### src/rtl/sdma_pkg.sv
package sdma_pkg;

  // Step spacing exponents for the two speed modes.
  localparam int unsigned SHIFT_NORMAL = 2;
  localparam int unsigned SHIFT_FAST   = 1;
  localparam int unsigned CNT_XW       = 16;

  // A transfer step falls on counts whose low mode bits are all zero.
  function automatic logic step_due(input logic [CNT_XW-1:0] cnt, input logic fast);
    if (fast) return (cnt[0] == 1'b0);
    return (cnt[1:0] == 2'b00);
  endfunction

  // Step number is the count with the mode bits dropped.
  function automatic logic [CNT_XW-1:0] step_index(input logic [CNT_XW-1:0] cnt,
                                                    input logic fast);
    if (fast) return cnt >> SHIFT_FAST;
    return cnt >> SHIFT_NORMAL;
  endfunction

  // Address window test, done in 32 bits so any bus width fits.
  function automatic logic in_window(input logic [31:0] addr, input int unsigned base,
                                     input int unsigned n);
    return (addr >= base) && (addr < base + n);
  endfunction

endpackage

### src/rtl/sdma_seq.sv
module sdma_seq
  import sdma_pkg::*;
#(
  parameter int unsigned N_BYTES    = 160,
  parameter int unsigned LOCK_DELAY = 8,
  parameter int unsigned PAGE_W     = 8,
  parameter int unsigned LOW_W      = 8,
  parameter int unsigned CNT_W      = 11
) (
  input  logic              clk,
  input  logic              rst_n,
  input  logic              fast,
  input  logic              trig_we,
  input  logic [PAGE_W-1:0] trig_page,
  output logic              busy,
  output logic [PAGE_W-1:0] page,
  output logic              step_evt,
  output logic              copy_evt,
  output logic              done_evt,
  output logic              lock_on,
  output logic [LOW_W-1:0]  copy_off
);

  logic [CNT_W-1:0]  cnt_q;
  logic [CNT_XW-1:0] cnt_x;
  logic [CNT_XW-1:0] idx;

  assign cnt_x    = CNT_XW'(cnt_q);
  assign idx      = step_index(cnt_x, fast);
  assign step_evt = busy && step_due(cnt_x, fast);
  assign copy_evt = step_evt && (idx != '0) && (idx <= CNT_XW'(N_BYTES));
  // Using >= keeps the end reachable even if the speed changes mid-transfer.
  assign done_evt = step_evt && (idx >= CNT_XW'(N_BYTES + 1));
  assign lock_on  = busy && (cnt_x >= CNT_XW'(LOCK_DELAY));
  assign copy_off = LOW_W'(idx - CNT_XW'(1));

  always_ff @(posedge clk) begin
    if (!rst_n) begin
      busy  <= 1'b0;
      cnt_q <= '0;
      page  <= '0;
    end else if (trig_we) begin
      busy  <= 1'b1;
      cnt_q <= '0;
      page  <= trig_page;
    end else if (busy) begin
      if (done_evt) begin
        busy  <= 1'b0;
        cnt_q <= '0;
      end else begin
        cnt_q <= cnt_q + CNT_W'(1);
      end
    end
  end

endmodule

### src/rtl/sdma_port.sv
module sdma_port
  import sdma_pkg::*;
#(
  parameter int unsigned N_BYTES  = 160,
  parameter int unsigned ADDR_W   = 16,
  parameter int unsigned DATA_W   = 8,
  parameter int unsigned OAM_AW   = 8,
  parameter int unsigned OAM_BASE = 'hFE00
) (
  input  logic [ADDR_W-1:0] cpu_addr,
  input  logic              cpu_rd,
  input  logic              cpu_wr,
  input  logic [DATA_W-1:0] cpu_wdata,
  output logic [DATA_W-1:0] cpu_rdata,
  input  logic              lock_on,
  input  logic              copy_evt,
  input  logic [OAM_AW-1:0] copy_off,
  input  logic [DATA_W-1:0] src_rdata,
  output logic              oam_we,
  output logic [OAM_AW-1:0] oam_addr,
  output logic [DATA_W-1:0] oam_wdata,
  input  logic [DATA_W-1:0] oam_rdata,
  output logic              cpu_hit
);

  logic              cpu_open;
  logic [OAM_AW-1:0] cpu_off;

  assign cpu_hit  = in_window(32'(cpu_addr), OAM_BASE, N_BYTES);
  assign cpu_off  = OAM_AW'(cpu_addr - ADDR_W'(OAM_BASE));
  // The CPU reaches the table only when it hits the window, no lock, no copy.
  assign cpu_open = cpu_hit && !lock_on && !copy_evt;

  always_comb begin
    if (copy_evt) begin
      oam_we    = 1'b1;
      oam_addr  = copy_off;
      oam_wdata = src_rdata;
    end else begin
      oam_we    = cpu_open && cpu_wr;
      oam_addr  = cpu_off;
      oam_wdata = cpu_wdata;
    end
  end

  assign cpu_rdata = (cpu_open && cpu_rd) ? oam_rdata : {DATA_W{1'b1}};

endmodule

### src/rtl/sprite_dma.sv
module sprite_dma #(
  parameter int unsigned N_BYTES    = 160,
  parameter int unsigned LOCK_DELAY = 8,
  parameter int unsigned ADDR_W     = 16,
  parameter int unsigned DATA_W     = 8,
  parameter int unsigned PAGE_W     = 8,
  parameter int unsigned OAM_BASE   = 'hFE00
) (
  input  logic              clk,
  input  logic              rst_n,
  input  logic              fast_mode,
  input  logic              trig_we,
  input  logic [PAGE_W-1:0] trig_data,
  input  logic [ADDR_W-1:0] cpu_addr,
  input  logic              cpu_rd,
  input  logic              cpu_wr,
  input  logic [DATA_W-1:0] cpu_wdata,
  output logic [DATA_W-1:0] cpu_rdata,
  output logic [ADDR_W-1:0] src_addr,
  output logic              src_rd,
  input  logic [DATA_W-1:0] src_rdata,
  output logic              oam_we,
  output logic [7:0]        oam_addr,
  output logic [DATA_W-1:0] oam_wdata,
  input  logic [DATA_W-1:0] oam_rdata,
  output logic              dma_busy
);

  localparam int unsigned LOW_W  = ADDR_W - PAGE_W;
  localparam int unsigned OAM_AW = 8;
  localparam int unsigned CNT_W  = $clog2((N_BYTES + 2) * 4) + 1;

  logic              busy;
  logic [PAGE_W-1:0] src_page;
  logic              step_evt;
  logic              copy_evt;
  logic              done_evt;
  logic              lock_on;
  logic [LOW_W-1:0]  copy_off;
  logic              cpu_hit;

  sdma_seq #(
    .N_BYTES(N_BYTES), .LOCK_DELAY(LOCK_DELAY),
    .PAGE_W(PAGE_W), .LOW_W(LOW_W), .CNT_W(CNT_W)
  ) u_seq (
    .clk(clk), .rst_n(rst_n), .fast(fast_mode),
    .trig_we(trig_we), .trig_page(trig_data),
    .busy(busy), .page(src_page), .step_evt(step_evt),
    .copy_evt(copy_evt), .done_evt(done_evt),
    .lock_on(lock_on), .copy_off(copy_off)
  );

  sdma_port #(
    .N_BYTES(N_BYTES), .ADDR_W(ADDR_W), .DATA_W(DATA_W),
    .OAM_AW(OAM_AW), .OAM_BASE(OAM_BASE)
  ) u_port (
    .cpu_addr(cpu_addr), .cpu_rd(cpu_rd), .cpu_wr(cpu_wr),
    .cpu_wdata(cpu_wdata), .cpu_rdata(cpu_rdata),
    .lock_on(lock_on), .copy_evt(copy_evt),
    .copy_off(OAM_AW'(copy_off)), .src_rdata(src_rdata),
    .oam_we(oam_we), .oam_addr(oam_addr), .oam_wdata(oam_wdata),
    .oam_rdata(oam_rdata), .cpu_hit(cpu_hit)
  );

  assign src_addr = {src_page, copy_off};
  assign src_rd   = copy_evt;
  assign dma_busy = busy;

endmodule

### config.mk
export PLATFORM = sky130hd
export DESIGN_NAME = sprite_dma
export DESIGN_NICKNAME = d
export VERILOG_FILES = /design/src/rtl/sdma_pkg.sv /design/src/rtl/sdma_seq.sv /design/src/rtl/sdma_port.sv /design/src/rtl/sprite_dma.sv
export SDC_FILE = /design/constraint.sdc
export NUM_CORES = 1
export LEC_CHECK = 0
export ABC_AREA = 1
export BUFFER_PORTS_ARGS = -buffer_cell sky130_fd_sc_hd__buf_2
export CORE_ASPECT_RATIO = 0.7
export CORE_UTILIZATION = 40
export CTS_CLUSTER_DIAMETER = 200
export DETAILED_ROUTE_END_ITERATION = 10
export PLACE_DENSITY = 0.77
export SYNTH_ARGS = -nofsm -noshare
export SYNTH_HDL_FRONTEND = slang
export SYNTH_HIERARCHICAL = 1
export SYNTH_SLANG_ARGS = --single-unit
### constraint.sdc
create_clock -name clk -period 2 [get_ports clk]
set_clock_uncertainty 0.05 [all_clocks]
set_input_delay 0.2 -clock clk [delete_from_list [all_inputs] [get_ports clk]]
set_output_delay 0.2 -clock clk [all_outputs]
set_load 0.03 [all_outputs]
==> flow_summary.yaml <==
clock_tree:
  path_clk_slew_ns: 0.07
  cts.sinks: 20
  cts_tree: "yes"
  numCtsBuffers: 3
  h-tree-depth: 1
  cts_buffer_depth: 2
  cts_hold_buf: 0
  insertion_delay_ns: 0.26
  cts-root-buf: "clkbuf_8"
sta:
  min_period_ns: 2.36
  setup_violations: 27
  fin_hold_ws_ns: 0.115
  layout_setup_ws_ns: -0.361
  max_freq_mhz: 424
  finalMaxSlewViolations: 0
  worst_slew_pin_slew_ns: 0.402
  hold_violations: 0
  rsz0062_at_grt: "yes"
  min_period_over_period_pct: 118
  tns_ns: -8.16
  slew_headroom_pct: 73.0
power_and_ir_drop:
  ir_drop_v: 0.000524
  p_comb_share_pct: 45.5
  switching_power_w: 0.000501
  cellPowerDensity_nw_per_um2: 440
  clkPwrFrac_pct: 22.8
  p_int_w: 0.000817
  switching_share_pct: 38.0
  p_leak_nw: 1.54
  seq_power_share_pct: 31.7
die:
  rows: 19
  fp.dieH_um: 56.0
  initial_core_util_pct: 42.2
  core_region_area_um2: 3950
  die_w_um: 79.1
  io_pins: 97
  dieArea_um2: 4430
worst_setup_path:
  reg2reg_depth: 11
  cp.required_ns: 1.75
  endpoint: "cpu_rdata[5]"
  endpoint_kind: "output port"
  crit_type: "reg -> out"
  worst_r2r_startpoint: "u_seq/cnt_q[2]"
  arrival_ns: 2.11
  crit_start: "u_seq/cnt_q[4]"
  r2r_slack_ns: 0.24
  r2r-end: "u_seq/cnt_q[3]"
  start_kind: "flip-flop"
  path_max_fanout: 4
yosys:
  synth_area_um2: 1660
  netlist_instances: 281
  syn_nets: 340
  postSynthAreaPerCell_um2: 5.92
  synth_warnings: 6
global_route:
  grt_pass1_wl_mm: 9.08
  groute.usage.overall_pct: 25.6
  grt_max_degree: 17
  grt_pass1_vias: 2025
  grt_antenna_before_repair: 0
  grt_overflow: 0
outcome:
  status: "complete, but fails checks"
  violations: "negative setup slack"
place:
  numPortBuffers: 96
  gp_congestion: 0.868
  hpwl_mm: 4.15
cells_and_area:
  n_antenna_cell: 0
  final_common_cell: "buf_2"
  synthToLayoutAreaGrowth_pct: 80.1
  fillerInstances: 275
  fin_nets: 483
  final_cell_mix: "79 x buf_2, 71 x nand2_1, 44 x buf_4, 38 x nor2_1, 28 x inv_1"
  drive_gt1_share_pct: 53.4
job:
  cap_violations: 0
route:
  via_per_inst: 4.91
  route.detailed.wl_per_inst_um: 12.7
  drt-total-wl_mm: 6.04
  ant_nets: 0
  dr.pass1.iters: 5
  drtIter0Drc: 173
  drc: 0
  vias: 2334
min_path:
  hold_class: "in -> reg"
==> state kept, by name, summed over array words and instances, names as in the netlist <==
name	count
u_seq/busy	1
u_seq/cnt_q	11
u_seq/page	8
==> stage by stage <==
stage	setup slack (ns)	utilization (%)	area, µm²	std cells	power, W
6_report	-0.361	75.9	3000	475	0.00132
5_1_grt	-0.500	75.9	3000	475	0.00138
4_1_cts	-0.300	72.3	2850	472	0.00129
3_5_place_dp	-0.152	67.1	2650	466	0.000957
3_3_place_gp	-0.108	67.1	2650	466	0.000948
2_1_floorplan	-0.276	-	1810	281	0.000767
==> worst min-delay path by stage <==
stage / from / end / slack [ns] / cells after the start
4_1_cts: trig_data[6] / u_seq/page[6] / 0.12 / 3
6_report: trig_data[6] / u_seq/page[6] / 0.11 / 3
3_5_place_dp: trig_data[7] / u_seq/page[7] / 0.38 / 3
2_1_floorplan: rst_n / u_seq/busy / 0.27 / 2
3_3_place_gp: trig_data[5] / u_seq/page[5] / 0.37 / 3
5_1_grt: trig_data[3] / u_seq/page[3] / 0.14 / 3
==> power groups by stage <==
stage	Clock (W)	Combinational, W	Sequential [W]
final	0.000300	0.000600	0.000418
after global routing	0.000323	0.000641	0.000419
after CTS	0.000306	0.000562	0.000418
after floorplan	0	0.000313	0.000454
after detailed placement	0	0.000530	0.000427
after global placement	0	0.000522	0.000426
==> timing repair <==
action / 4_1_cts / 5_1_grt
buffers inserted: 2 / 3
resized for setup: 43 / 35
pin swaps: 7 / 13
setup endpoints to repair: 28 / 32
==> layer usage <==
metal	up-vias	wire length, µm	share of wire (%)	track usage, %
met3	8	285	4.7	4.26
met4	0	98	1.6	3.38
met5	-	0	0	0
li1	1152	-	-	-
met1	1092	2680	44	35.1
met2	82	2980	49	43.0
==> cell type report <==
| type | instances | area (µm²) | area share, % |
|---|---|---|---|
| Tap cell | 52 | 65.1 | 2.17 |
| Clock buffer | 4 | 55.1 | 1.84 |
| Multi-Input combinational cell | 218 | 1360 | 45.5 |
| Inverter | 37 | 141 | 4.72 |
| Timing Repair Buffer | 144 | 967 | 32.3 |
| Sequential cell | 20 | 405 | 13.5 |
==> critical path, stage by stage (launching register included) <==
cell	delay [ns]
dfxtp_1	0.32
inv_1	0.10
nand2_1	0.06
nand2_1	0.11
nand2_2	0.09
nor3b_4	0.22
nand4_1	0.13
nand2_2	0.10
nor2_4	0.07
nor2_4	0.11
inv_2	0.05
nor2_4	0.12
buf_6	0.13
nand3_4	0.08
buf_6	0.15
(Power assumes the default switching activity.)
